$ cat src/rtl/serial_sub_pkg.sv
package serial_sub_pkg;
  typedef enum logic [1:0] {
    ST_IDLE  = 2'd0,
    ST_LOAD  = 2'd1,
    ST_SHIFT = 2'd2
  } sub_state_e;
endpackage

$ cat src/rtl/sub_full_adder.sv
// One-bit full adder built from a 3-to-8 active-low decode and two NAND terms.
module sub_full_adder (
  input  logic a_i,
  input  logic b_i,
  input  logic c_i,
  output logic sum_o,
  output logic cout_o
);
  logic [7:0] dec_n;

  for (genvar i = 0; i < 8; i++) begin : g_dec
    assign dec_n[i] = !({a_i, b_i, c_i} == 3'(i));
  end

  assign sum_o  = ~(dec_n[1] & dec_n[2] & dec_n[4] & dec_n[7]);
  assign cout_o = ~(dec_n[3] & dec_n[5] & dec_n[6] & dec_n[7]);
endmodule

$ cat src/rtl/sub_shift_reg.sv
// en=1 ld=1: parallel load, en=1 ld=0: shift right with ser_i into MSB, en=0: hold.
module sub_shift_reg #(
  parameter int unsigned WIDTH = 4
) (
  input  logic             clk_i,
  input  logic             rst_ni,
  input  logic             en_i,
  input  logic             ld_i,
  input  logic [WIDTH-1:0] par_i,
  input  logic             ser_i,
  output logic [WIDTH-1:0] q_o,
  output logic             lsb_o
);
  logic [WIDTH-1:0] q_q;

  always_ff @(posedge clk_i or negedge rst_ni) begin
    if (!rst_ni)   q_q <= '0;
    else if (en_i) q_q <= ld_i ? par_i : {ser_i, q_q[WIDTH-1:1]};
  end

  assign q_o   = q_q;
  assign lsb_o = q_q[0];

  p_shift_right_r3: assert property (@(posedge clk_i) disable iff (!rst_ni)
    (en_i && !ld_i) |=> (q_q[WIDTH-2:0] == $past(q_q[WIDTH-1:1])));

  p_hold_r7: assert property (@(posedge clk_i) disable iff (!rst_ni)
    !en_i |=> $stable(q_q));
endmodule

$ cat src/rtl/sub_ctrl.sv
module sub_ctrl
  import serial_sub_pkg::*;
#(
  parameter int unsigned WIDTH = 4
) (
  input  logic clk_i,
  input  logic rst_ni,
  input  logic start_i,
  output logic en_o,
  output logic ld_o,
  output logic last_o,
  output logic busy_o,
  output logic done_o
);
  localparam int unsigned CW = (WIDTH > 2) ? $clog2(WIDTH) : 1;
  localparam logic [CW-1:0] LAST_BIT = CW'(WIDTH - 1);

  sub_state_e      state_q, state_d;
  logic [CW-1:0]   cnt_q, cnt_d;
  logic            done_q;

  always_comb begin
    state_d = state_q;
    cnt_d   = cnt_q;
    unique case (state_q)
      ST_IDLE:  if (start_i) state_d = ST_LOAD;
      ST_LOAD: begin
        state_d = ST_SHIFT;
        cnt_d   = '0;
      end
      ST_SHIFT: begin
        if (cnt_q == LAST_BIT) state_d = ST_IDLE;
        else                   cnt_d   = cnt_q + 1'b1;
      end
      default:  state_d = ST_IDLE;
    endcase
  end

  always_ff @(posedge clk_i or negedge rst_ni) begin
    if (!rst_ni) begin
      state_q <= ST_IDLE;
      cnt_q   <= '0;
      done_q  <= 1'b0;
    end else begin
      state_q <= state_d;
      cnt_q   <= cnt_d;
      done_q  <= last_o;
    end
  end

  assign en_o   = (state_q != ST_IDLE);
  assign ld_o   = (state_q == ST_LOAD);
  assign last_o = (state_q == ST_SHIFT) && (cnt_q == LAST_BIT);
  assign busy_o = en_o;
  assign done_o = done_q;

  p_start_accept_r2: assert property (@(posedge clk_i) disable iff (!rst_ni)
    (state_q == ST_IDLE && start_i) |=> (state_q == ST_LOAD));

  p_done_pulse_r2: assert property (@(posedge clk_i) disable iff (!rst_ni)
    done_o |=> !done_o);

  p_start_ignored_r5: assert property (@(posedge clk_i) disable iff (!rst_ni)
    (state_q == ST_SHIFT && start_i) |=> (state_q != ST_LOAD));
endmodule

$ cat src/rtl/serial_sub.sv
module serial_sub #(
  parameter int unsigned WIDTH = 4
) (
  input  logic             clk_i,
  input  logic             rst_ni,
  input  logic             start_i,
  input  logic [WIDTH-1:0] a_i,
  input  logic [WIDTH-1:0] b_i,
  output logic [WIDTH-1:0] diff_o,
  output logic             busy_o,
  output logic             done_o,
  output logic             ovf_o
);
  logic en, ld, last;
  logic a_lsb, b_lsb, sum, cout;
  logic carry_q, ovf_q;
  logic [WIDTH-1:0] a_q, b_q;

  sub_ctrl #(.WIDTH(WIDTH)) u_ctrl (
    .clk_i   (clk_i),
    .rst_ni  (rst_ni),
    .start_i (start_i),
    .en_o    (en),
    .ld_o    (ld),
    .last_o  (last),
    .busy_o  (busy_o),
    .done_o  (done_o)
  );

  sub_shift_reg #(.WIDTH(WIDTH)) u_reg_a (
    .clk_i  (clk_i),
    .rst_ni (rst_ni),
    .en_i   (en),
    .ld_i   (ld),
    .par_i  (a_i),
    .ser_i  (sum),
    .q_o    (a_q),
    .lsb_o  (a_lsb)
  );

  // B fills with zeros; its contents after the operation are not used.
  sub_shift_reg #(.WIDTH(WIDTH)) u_reg_b (
    .clk_i  (clk_i),
    .rst_ni (rst_ni),
    .en_i   (en),
    .ld_i   (ld),
    .par_i  (b_i),
    .ser_i  (1'b0),
    .q_o    (b_q),
    .lsb_o  (b_lsb)
  );

  sub_full_adder u_fa (
    .a_i    (a_lsb),
    .b_i    (~b_lsb),
    .c_i    (carry_q),
    .sum_o  (sum),
    .cout_o (cout)
  );

  // Preset to 1 on load supplies the +1 of the two's complement.
  always_ff @(posedge clk_i or negedge rst_ni) begin
    if (!rst_ni)        carry_q <= 1'b0;
    else if (en && ld)  carry_q <= 1'b1;
    else if (en)        carry_q <= cout;
  end

  // Sign-bit carry-in xor carry-out, captured in the last shift cycle.
  always_ff @(posedge clk_i or negedge rst_ni) begin
    if (!rst_ni)        ovf_q <= 1'b0;
    else if (en && ld)  ovf_q <= 1'b0;
    else if (last)      ovf_q <= carry_q ^ cout;
  end

  assign diff_o = a_q;
  assign ovf_o  = ovf_q;

  p_carry_preset_r3: assert property (@(posedge clk_i) disable iff (!rst_ni)
    (en && ld) |=> carry_q);

  p_load_capture_r6: assert property (@(posedge clk_i) disable iff (!rst_ni)
    (en && ld) |=> (a_q == $past(a_i) && b_q == $past(b_i)));

  p_ovf_hold_r4: assert property (@(posedge clk_i) disable iff (!rst_ni)
    !$stable(ovf_q) |-> (done_o || $past(ld)));

  p_diff_hold_r7: assert property (@(posedge clk_i) disable iff (!rst_ni)
    (!busy_o && $past(!busy_o)) |-> $stable(diff_o));
endmodule

$ cat config.mk
export PLATFORM = sky130hd
export DESIGN_NAME = serial_sub
export DESIGN_NICKNAME = d
export VERILOG_FILES = /design/src/rtl/serial_sub_pkg.sv /design/src/rtl/sub_full_adder.sv /design/src/rtl/sub_shift_reg.sv /design/src/rtl/sub_ctrl.sv /design/src/rtl/serial_sub.sv
export SDC_FILE = /design/constraint.sdc
export NUM_CORES = 1
export LEC_CHECK = 0
export BUFFER_PORTS_ARGS = -buffer_cell sky130_fd_sc_hd__buf_2
export CORE_ASPECT_RATIO = 0.8
export CORE_MARGIN = 5
export CORE_UTILIZATION = 24
export CTS_CLUSTER_SIZE = 10
export DETAILED_ROUTE_END_ITERATION = 16
export PLACE_DENSITY = 0.52
export SYNTH_ARGS = -nofsm -noshare
export SYNTH_HDL_FRONTEND = slang
export SYNTH_SLANG_ARGS = --single-unit
$ cat constraint.sdc
create_clock -name clk_i -period 4.56 [get_ports clk_i]
set_clock_uncertainty 0.15 [all_clocks]
set_input_delay 0.228 -clock clk_i [delete_from_list [all_inputs] [get_ports clk_i]]
set_output_delay 0.228 -clock clk_i [all_outputs]
set_load 0.01 [all_outputs]
==> metrics, run 1 <==
Largest stage delay, worst path=approximately 760 ps; DRT iter0 DRCs=22; final worst slack=around 2800 ps; most frequent cells in the layout=17 x buf_2, 15 x dfrtp_1, 8 x nand2_1; clk_lat worst skew=about 240 ps; post-cts sizing count=0; delay-heaviest family, CP=flip-flops; met1 global-route usage=8.021%; gr usage total=6.900%; FMAX=553.1 MHz; hold path start=start_i; Syn Nets=81; FF-to-FF Start=u_ctrl.state_q[1]$_DFFE_PN0P_; critical path class=flip-flop to output pin; capturing point of the worst reg2reg path=u_ctrl.cnt_q[0]$_DFFE_PN0P_; Starting Density=roughly a quarter; crit path max-delay cell type=dfrtp_1; cell count after synthesis=68; die span in x=71.96 um; drt via density=approximately 4.1; routing usage on met3=between 2 and 2.5%; initial antenna violation count=0; # diodes=0; CP Max Fanout=24; reg2reg path depth=3; Pre-Repair DR Iteration Count=2; fin cells=125; # IOs=18; vias in the first global route=521; total gr overflow=0; Die Span Y=59.57 um; final number of max-transition violations=0; clk sinks=15; row count=18; share of layout cells above drive strength 1=25.88%; met2 Use GR=a little under an eighth; Reg2Reg Setup Slack=2990 ps; Top Usage Layer GRT=met2; core area=3018 um2; CTS tree=yes; final setup vio count=0; final worst-path cycle share=between 30% and 40%; Fin. Hold Viols=0; hold path depth=2; CP Cell Sequence=nor2_1 > inv_1 > buf_2; PD cells=637.0 nW/um2; synthesized area=737.0 um2; Worst EP arrival=1430 ps; unrepaired setup endpoints after global routing=false; number of fill cells in the layout=around 340; Root Driver=clkbuf_8; Area Growth Syn to Fin=18.85%; Die ar.=4286 um2; worst hold path type=input pin to flip-flop; PortBufs=17; synthesis warning total=0; Worst Max-Slew Pin Slew=about 660 ps; Routed WL per cell=10.93 um; setup TNS=0 ps; cts bufs inserted=3; Unique masters post-synth=25; htree depth=1; Final nets=99; Routed Antenna Nets=0; status=finished clean; Max Cap Viol=0; Static Leakage=0.4098 nW; Worst Setup Start Kind=flip-flop; Post-Place Cells=120; Seq/Total Area, Yosys=50.93%; largest net degree at the start of global routing=25; Hold Buf Count CTS=1; Avg Inst Size Synth=10.84 um2; final wirelength=~1.4 mm; pre-CTS setup slack=2989 ps; WHS Endpoint=u_ctrl.state_q[0]$_DFFE_PN0P_; total setup buffers inserted after CTS=0; via count=513; CP Buf/Inv Count=2; most common cell after layout, fill and taps aside=buf_2; worst-case clock buffer depth=2; first-pass GRT wire length=2.263 mm; Final Critical Period=1808 ps; CTS clk-pin slew, worst paths=60 ps; drt drc=0; Critical Path RT=4180 ps; Placer Congestion=0.6834; Rel. slew slack=56.14%; VDD IR max=approximately 0.11 mV; critical path endpoint category=output pin; synthesized flop and latch total=15
[power by group]
group          leakage (nW)  total [mW]  switching (mW)  internal [mW]
logic                 0.198       0.192          0.0909          0.101
registers             0.189       0.259          0.0734          0.185
clock network        0.0228       0.107          0.0454         0.0618
total                 0.410       0.558           0.210          0.348
[how the worst max path moves through the flow]
stage,end,startpoint,slack [ps],cells after the start
floorplan,ovf_o$_DFFE_PN0P_,u_reg_a.q_o[0]$_DFFE_PN0P_,3110,5
global placement,ovf_o$_DFFE_PN0P_,u_reg_a.q_o[0]$_DFFE_PN0P_,3000,5
detailed placement,u_ctrl.cnt_q[0]$_DFFE_PN0P_,u_ctrl.state_q[1]$_DFFE_PN0P_,2990,3
CTS,busy_o,u_ctrl.state_q[1]$_DFFE_PN0P_,2730,3
global route,busy_o,u_ctrl.state_q[0]$_DFFE_PN0P_,2630,3
finish,busy_o,u_ctrl.state_q[1]$_DFFE_PN0P_,2750,3
[cell type report]
cell class | instances | area (um2) | area share, %
tap | 40 | 50.05 | 5.714
sequential | 15 | 375.4 | 42.86
inverter | 4 | 15.01 | 1.714
multi-input combinational | 44 | 295.3 | 33.71
clock buffer | 4 | 45.04 | 5.143
timing repair buffer | 18 | 95.09 | 10.86
[state kept, by name (all words and copies together), names as in the netlist]
signal          count
carry_q             1
ovf_o               1
u_ctrl.cnt_q        2
u_ctrl.done_o       1
u_ctrl.state_q      2
u_reg_a.q_o         4
u_reg_b.q_o         4
[metal layers]
layer  wire length [um]  share of wire [%]
met4                 17                1.2
met2                630                 46
met5                  0                  0
met3                 78                5.7
met1                640                 47
[cells by family after synthesis]
logic type | count (synthesis) | share of synthesized area [%]
buffers and inverters | 9 | 8.996
xor gates and xnor gates | 1 | 1.189
muxes | 8 | 11.04
adders and majority gates | 2 | 4.414
and+or+nand+nor | 19 | 11.38
AOI/OAI and AO/OA | 14 | 12.05
DFF | 15 | 50.93
[through the flow]
step           utilization (%)  hold WS [ps]  total power, mW  cell area [um2]
2_1_floorplan                -        -217.6           0.4221            737.0
3_3_place_gp             27.20         2.948           0.4517            820.8
3_5_place_dp             27.20         4.841           0.4586            820.8
4_1_cts                  29.02         63.95           0.5680            875.8
5_1_grt                  29.02         69.45           0.6071            875.8
6_report                 29.02         64.46           0.5579            875.8
[Yosys cell counts, drive strengths merged]
cell type | count | area share [%]
dfrtp | 15 | 51
nand2 | 8 | 4.1
o21ai | 8 | 5.4
mux2i | 7 | 9.5
buf | 5 | 7.0
inv | 4 | 2.0
nor2 | 4 | 2.0
nand3 | 3 | 2.0
a21oi | 2 | 1.4
a211oi | 1 | 1.0
and2 | 1 | 0.85
fa | 1 | 2.7
ha | 1 | 1.7
mux2 | 1 | 1.5
nand2b | 1 | 0.85
nor2b | 1 | 0.85
nor3 | 1 | 0.68
o211ai | 1 | 1.0
o21a | 1 | 1.0
o41ai | 1 | 2.2
xnor2 | 1 | 1.2
[worst reg2reg max path, cell delays in order, from the launching register on]
cell and delay, ps:
dfrtp_1 760, nor2_1 220, o21ai_1 220, o41ai_2 90
Note: power is estimated with default switching activity, not from simulation.
==> run 2, diff against run 1 <==
--- a/config.mk
+++ b/config.mk
@@ -11,7 +11,7 @@
 export CORE_UTILIZATION = 24
 export CTS_CLUSTER_SIZE = 10
 export DETAILED_ROUTE_END_ITERATION = 16
-export PLACE_DENSITY = 0.52
+export PLACE_DENSITY = 0.54
 export SYNTH_ARGS = -nofsm -noshare
 export SYNTH_HDL_FRONTEND = slang
 export SYNTH_SLANG_ARGS = --single-unit
==> constraint.sdc (replaced) <==
create_clock -name clk_i -period 1.54 [get_ports clk_i]
set_clock_uncertainty 0.15 [all_clocks]
set_input_delay 0.077 -clock clk_i [delete_from_list [all_inputs] [get_ports clk_i]]
set_output_delay 0.077 -clock clk_i [all_outputs]
set_load 0.01 [all_outputs]
==> run 2 against run 1 <==
- count of clock-buffer cells in the layout down 1
- first-iteration DRC count up 23%
- register-to-register slack worse by 2900 ps
- global-route usage up 0.75 points
- total power rose to 3.2 times the previous value
- highest routed layer unchanged
- largest power group is now combinational logic
- via count up 12%
- clock power rose to 3.0 times the previous value
- wire length up 3.1%
- worst setup slack worse by 2700 ps
- sequential power rose to 2.7 times the previous value
- sequential share of layout area down 5.6 points
==> metrics, run 2 (synthesis results as in run 1) <==
Final Critical Period=1444 ps; Worst EP arrival=1460 ps (+30 ps); critical path class=flip-flop to flip-flop; Switch Pwr=0.6606 mW (+220%); die span in x=71.96 um (unchanged); Starting Density=24.42% (unchanged); via count=576 (+12%); VDD IR max=0.4128 mV (+260%); part of the power in registers=40.3% (-6.1 points); final wirelength=1.409 mm (+3.1%); PortBufs=17 (unchanged); Fin. Hold Viols=0 (unchanged); Routed Antenna Nets=0 (unchanged); Worst Max-Slew Pin Slew=469.0 ps (-188.9 ps); Top Usage Layer GRT=met2; Final nets=111 (+12%); CP Max Fanout=3 (-88%); clk_lat worst skew=250 ps (about the same); final setup vio count=0 (unchanged); most frequent cells in the layout=17 x buf_2, 15 x dfrtp_1, 10 x dlygate4sd3_1; CTS clk-pin slew, worst paths=60 ps (about the same); Placer Congestion=0.7025 (+2.8%); Comb pwr share=41.6% (+7.2 points); total setup buffers inserted after CTS=0 (unchanged); htree depth=1 (unchanged); Post-Place Cells=123 (+2.5%); status=finished clean; gr usage total=7.651% (+0.75 points); setup TNS=0 ps (unchanged); worst hold slack=105.8 ps (+41.30 ps); Switching Share=37.39% (-0.19 points); # diodes=0 (unchanged); post-detail-place hpwl=~950 um; core area=3018 um2 (unchanged); Die Span Y=59.57 um (unchanged); cts bufs inserted=3 (unchanged); final number of max-transition violations=0 (unchanged); worst-case clock buffer depth=2 (unchanged); worst hold path type=input pin to asynchronous set/reset pin; most common cell after layout, fill and taps aside=buf_2; met1 global-route usage=9.657% (+1.6 points); capturing point of the worst reg2reg path=ovf_o$_DFFE_PN0P_; row count=18 (unchanged); unrepaired setup endpoints after global routing=false; Largest stage delay, worst path=400 ps (-360 ps); clock network fraction of total power=18.1% (-1.1 points); largest net degree at the start of global routing=18 (-28%); Reg2Reg Setup Slack=100 ps (-2890 ps); first-pass GRT wire length=2.553 mm (+13%); # IOs=18 (unchanged); share of layout cells above drive strength 1=29.90% (+4.0 points); Area Growth Syn to Fin=36.67%; Routed WL per cell=10.28 um (-5.9%); Max Cap Viol=0 (unchanged); DRT iter0 DRCs=27 (+23%); crit path max-delay cell type=dfrtp_1; Pre-Repair DR Iteration Count=6 (+4); final worst-path cycle share=93.76%; reg2reg path depth=5 (+2); final worst slack=96.03 ps (-2656 ps); FF-to-FF Start=carry_q$_DFFE_PN0P_; Int Pwr=1.106 mW (+220%); met2 Use GR=12.43% (+1.2 points); Crit. Startpoint=carry_q$_DFFE_PN0P_; vias in the first global route=600 (+15%); drt drc=0 (unchanged); critical path endpoint category=flip-flop; Rel. slew slack=68.73% (+13 points); Die ar.=4286 um2 (unchanged); clk sinks=15 (unchanged); PD cells=1754 nW/um2 (+180%); Static Leakage=0.4717 nW (+15%); Worst Setup Start Kind=flip-flop; drt via density=4.204 (+2.4%); initial antenna violation count=0 (unchanged); CTS tree=yes; FMAX=692.5 MHz; CP Cell Sequence=inv_1 > fa_2 > xnor2_2 > nand3_1 > o211ai_1; pre-CTS setup slack=31.87 ps (-2957 ps); routing usage on met3=1.017% (-1.2 points); Root Driver=clkbuf_8; fin cells=137 (+9.6%); total gr overflow=0 (unchanged); Critical Path RT=1560 ps (-2620 ps)
==> run 2: layer usage <==
layer	vias to the layer above	part of all wire (%)	wire length [um]
met5	-	0	0
met4	0	2.6	36
met3	4	3.5	49
met2	11	49	696
met1	270	44	626
li1	291	-	-
==> run 2: worst max path at each step <==
| stage | to | slack (ps) | cells after the start |
|---|---|---|---|
| 2_1_floorplan | ovf_o$_DFFE_PN0P_ | 90 | 5 |
| 3_3_place_gp | ovf_o$_DFFE_PN0P_ | 50 | 5 |
| 3_5_place_dp | ovf_o$_DFFE_PN0P_ | 30 | 5 |
| 4_1_cts | ovf_o$_DFFE_PN0P_ | 10 | 5 |
| 5_1_grt | ovf_o$_DFFE_PN0P_ | 1 | 5 |
| 6_report | ovf_o$_DFFE_PN0P_ | 100 | 5 |
==> run 2: power groups by stage <==
stage,logic [mW],clock network (mW),registers [mW]
after floorplan,0.579,0,0.671
after global placement,0.682,0,0.692
after detailed placement,0.686,0,0.705
after CTS,0.711,0.338,0.701
after global routing,0.842,0.351,0.750
final,0.736,0.320,0.711
==> run 2: final cells by class <==
| class | count | area (um2) |
|---|---|---|
| clock buffers | 3 | 41.29 |
| clock inverters | 1 | 5.005 |
| fillers | 324 | 2011 |
| inverters | 4 | 15.01 |
| multi-input cells | 44 | 312.8 |
| flip-flops and latches | 15 | 375.4 |
| well taps | 40 | 50.05 |
| repair buffers | 30 | 207.7 |
==> run 2: worst max-delay path: cells and delay by family, from the launching register on <==
family / cells / cell delay [ps]
buf+inv: 1 / 70
simple gates: 1 / 80
xor+xnor: 1 / 130
fa+ha+maj: 1 / 360
flops: 1 / 400
compound gates: 1 / 160
==> run 2: stage by stage <==
step / cell area (um2) / total power [mW] / util (%)
2_1_floorplan: 737.0 / 1.250 / -
3_3_place_gp: 843.3 / 1.374 / 27.94
3_5_place_dp: 843.3 / 1.391 / 27.94
4_1_cts: 992.2 / 1.750 / 32.88
5_1_grt: 1007 / 1.942 / 33.37
6_report: 1007 / 1.767 / 33.37
==> run 2: timing repair <==
action                                 in CTS  in global routing
setup endpoints to repair                   1                  2
gates resized for setup                     1                  3
endpoints found under the hold margin      24                  0
pin swaps                                   0                  1
hold buffers                               10                  0
cloned                                      0                  0
==> run 3, diff against run 2 <==
--- a/config.mk
+++ b/config.mk
@@ -11,7 +11,7 @@
 export CORE_UTILIZATION = 24
 export CTS_CLUSTER_SIZE = 10
 export DETAILED_ROUTE_END_ITERATION = 16
-export PLACE_DENSITY = 0.54
+export PLACE_DENSITY = 0.52
 export SYNTH_ARGS = -nofsm -noshare
 export SYNTH_HDL_FRONTEND = slang
 export SYNTH_SLANG_ARGS = --single-unit
==> constraint.sdc (replaced) <==
create_clock -name clk_i -period 1.8 [get_ports clk_i]
set_clock_uncertainty 0.15 [all_clocks]
set_input_delay 0.09 -clock clk_i [delete_from_list [all_inputs] [get_ports clk_i]]
set_output_delay 0.09 -clock clk_i [all_outputs]
set_load 0.01 [all_outputs]
==> run 3 against run 2 <==
- worst hold slack gained 21 ps
- sequential share of layout area grew 1.0 points
- via count grew 0.35%
- final area shrank 2.6%
- register-to-register slack gained 150 ps
- wire length shrank 3.3%
- die area is the same
- critical path depth shrank 2
- first-iteration DRC count shrank 19%
- critical path type is now flip-flop to output pin
- largest power group is now registers
==> metrics, run 3 (synthesis results as in run 1) <==
part of the power in registers=43.0% (+2.7 points); clk sinks=15 (unchanged); Area Growth Syn to Fin=33.11%; Static Leakage=0.4575 nW (-3.0%); setup TNS=0 ps (unchanged); capturing point of the worst reg2reg path=ovf_o$_DFFE_PN0P_; Die ar.=4286 um2 (unchanged); largest net degree at the start of global routing=18 (unchanged); row count=18 (unchanged); most common cell after layout, fill and taps aside=buf_2; Switch Pwr=0.5304 mW (-20%); critical path endpoint category=output pin; design area=980.9 um2 (-2.6%); drt drc=0 (unchanged); CP Max Fanout=17 (+14); Worst Setup Start Kind=flip-flop; CTS tree=yes; Post-DP Area=835.8 um2 (-0.89%); via count=578 (+0.35%); FMAX=634.8 MHz; CP Buf/Inv Count=2 (+1); Rel. slew slack=66.76% (-2.0 points); worst-case clock buffer depth=2 (unchanged); number of fill cells in the layout=327 (+0.93%); # IOs=18 (unchanged); total gr overflow=0 (unchanged); pre-CTS setup slack=247.3 ps (+215.5 ps); Max Cap Viol=0 (unchanged); Root Driver=clkbuf_8; PD cells=1475 nW/um2 (-16%); Critical Path RT=1560 ps (about the same); drt via density=4.250 (+1.1%); Final nets=110 (-0.90%); worst hold path type=input pin to asynchronous set/reset pin; final worst slack=224.6 ps (+128.6 ps); clk_lat worst skew=240 ps (about the same); Int Pwr=0.9169 mW (-17%); vias in the first global route=517 (-14%); Post-Place Cells=122 (-0.81%); gr usage total=7.009% (-0.64 points); cts bufs inserted=3 (unchanged); status=finished clean; delay-heaviest family, CP=flip-flops; reg2reg path depth=5 (unchanged); Final Critical Period=1575 ps; fin cells=136 (-0.73%); Placer Congestion=0.7167 (+2.0%); DRT iter0 DRCs=22 (-19%); most frequent cells in the layout=17 x buf_2, 15 x dfrtp_1, 10 x dlygate4sd3_1; post-cts sizing count=0 (-1); CP Cell Sequence=nor2_1 > inv_1 > buf_2; first-pass GRT wire length=2.297 mm (-10%); final wirelength=1.363 mm (-3.3%); htree depth=1 (unchanged); crit path max-delay cell type=dfrtp_1; Reg2Reg Setup Slack=250 ps (+150 ps); FF-to-FF Start=u_reg_a.q_o[0]$_DFFE_PN0P_; total setup buffers inserted after CTS=0 (unchanged); Hold Buf Count CTS=10 (unchanged); VDD IR max=0.2801 mV (-32%); final number of max-transition violations=0 (unchanged); clock network fraction of total power=18.6% (+0.5 points); unrepaired setup endpoints after global routing=false; Pre-Repair DR Iteration Count=4 (-2); Comb pwr share=38.5% (-3.1 points); PortBufs=17 (unchanged); Starting Density=24.42% (unchanged); Worst Max-Slew Pin Slew=498.6 ps (+29.57 ps); share of layout cells above drive strength 1=25.00% (-4.9 points); die span in x=71.96 um (unchanged); Routed Antenna Nets=0 (unchanged); CTS clk-pin slew, worst paths=60 ps (about the same); Die Span Y=59.57 um (unchanged); total power=1.447 mW (-18%); post-detail-place hpwl=994.6 um (+4.3%); # diodes=0 (unchanged); final worst-path cycle share=87.52%; Largest stage delay, worst path=560 ps (+160 ps); Fin. Hold Viols=0 (unchanged); Worst EP arrival=1340 ps (-120 ps); Switching Share=36.65% (-0.74 points); Routed WL per cell=10.02 um (-2.6%); core area=3018 um2 (unchanged); critical path class=flip-flop to output pin; final setup vio count=0 (unchanged); initial antenna violation count=0 (unchanged)
run 3: changes by cell type in the layout (fill, tap and decap cells not counted):
cell | previous run | this run
xnor2_1 | 0 | 1
fa_1 | 0 | 1
fa_2 | 1 | 0
nor2_4 | 1 | 0
buf_4 | 3 | 2
nor2_1 | 3 | 4
clkinv_2 | 1 | 0
clkbuf_1 | 0 | 1
xnor2_2 | 1 | 0
run 3: worst max-delay path by stage:
stage                                       start                 to  slack, ps  depth (start not counted)
floorplan              u_reg_a.q_o[0]$_DFFE_PN0P_  ovf_o$_DFFE_PN0P_        350                          5
global placement       u_reg_a.q_o[0]$_DFFE_PN0P_  ovf_o$_DFFE_PN0P_        290                          5
detailed placement     u_reg_a.q_o[0]$_DFFE_PN0P_  ovf_o$_DFFE_PN0P_        250                          5
CTS                 u_ctrl.state_q[1]$_DFFE_PN0P_             busy_o        200                          3
global route        u_ctrl.state_q[1]$_DFFE_PN0P_             busy_o        100                          3
finish              u_ctrl.state_q[1]$_DFFE_PN0P_             busy_o        220                          3
run 3: cell type report:
type | instances | area (um2) | share of cell area, %
sequential | 15 | 375.4 | 38.27
multi-input combinational | 44 | 295.3 | 30.10
timing repair buffer | 29 | 200.2 | 20.41
clock buffer | 4 | 45.04 | 4.592
tap | 40 | 50.05 | 5.102
inverter | 4 | 15.01 | 1.531
run 3: per-stage QoR:
stage	hold slack, ps	utilization (%)
after global routing	180.9	32.50
after global placement	-135.1	27.69
final	127.1	32.50
after floorplan	-355.6	-
after detailed placement	-133.2	27.69
after CTS	135.7	32.50
run 3: metal layers:
metal | GRT usage, % | wire length (um) | up-vias
li1 | - | - | 284
met1 | 8.958 | 630 | 278
met2 | 10.60 | 633 | 12
met3 | 1.525 | 57 | 4
met4 | 4.826 | 41 | 0
met5 | 0 | 0 | -
run 3: power groups by stage:
stage	clock network (mW)	logic [mW]	registers [mW]
finish	0.269	0.557	0.622
global route	0.296	0.640	0.647
CTS	0.278	0.568	0.623
detailed placement	0	0.551	0.629
global placement	0	0.547	0.621
floorplan	0	0.496	0.574
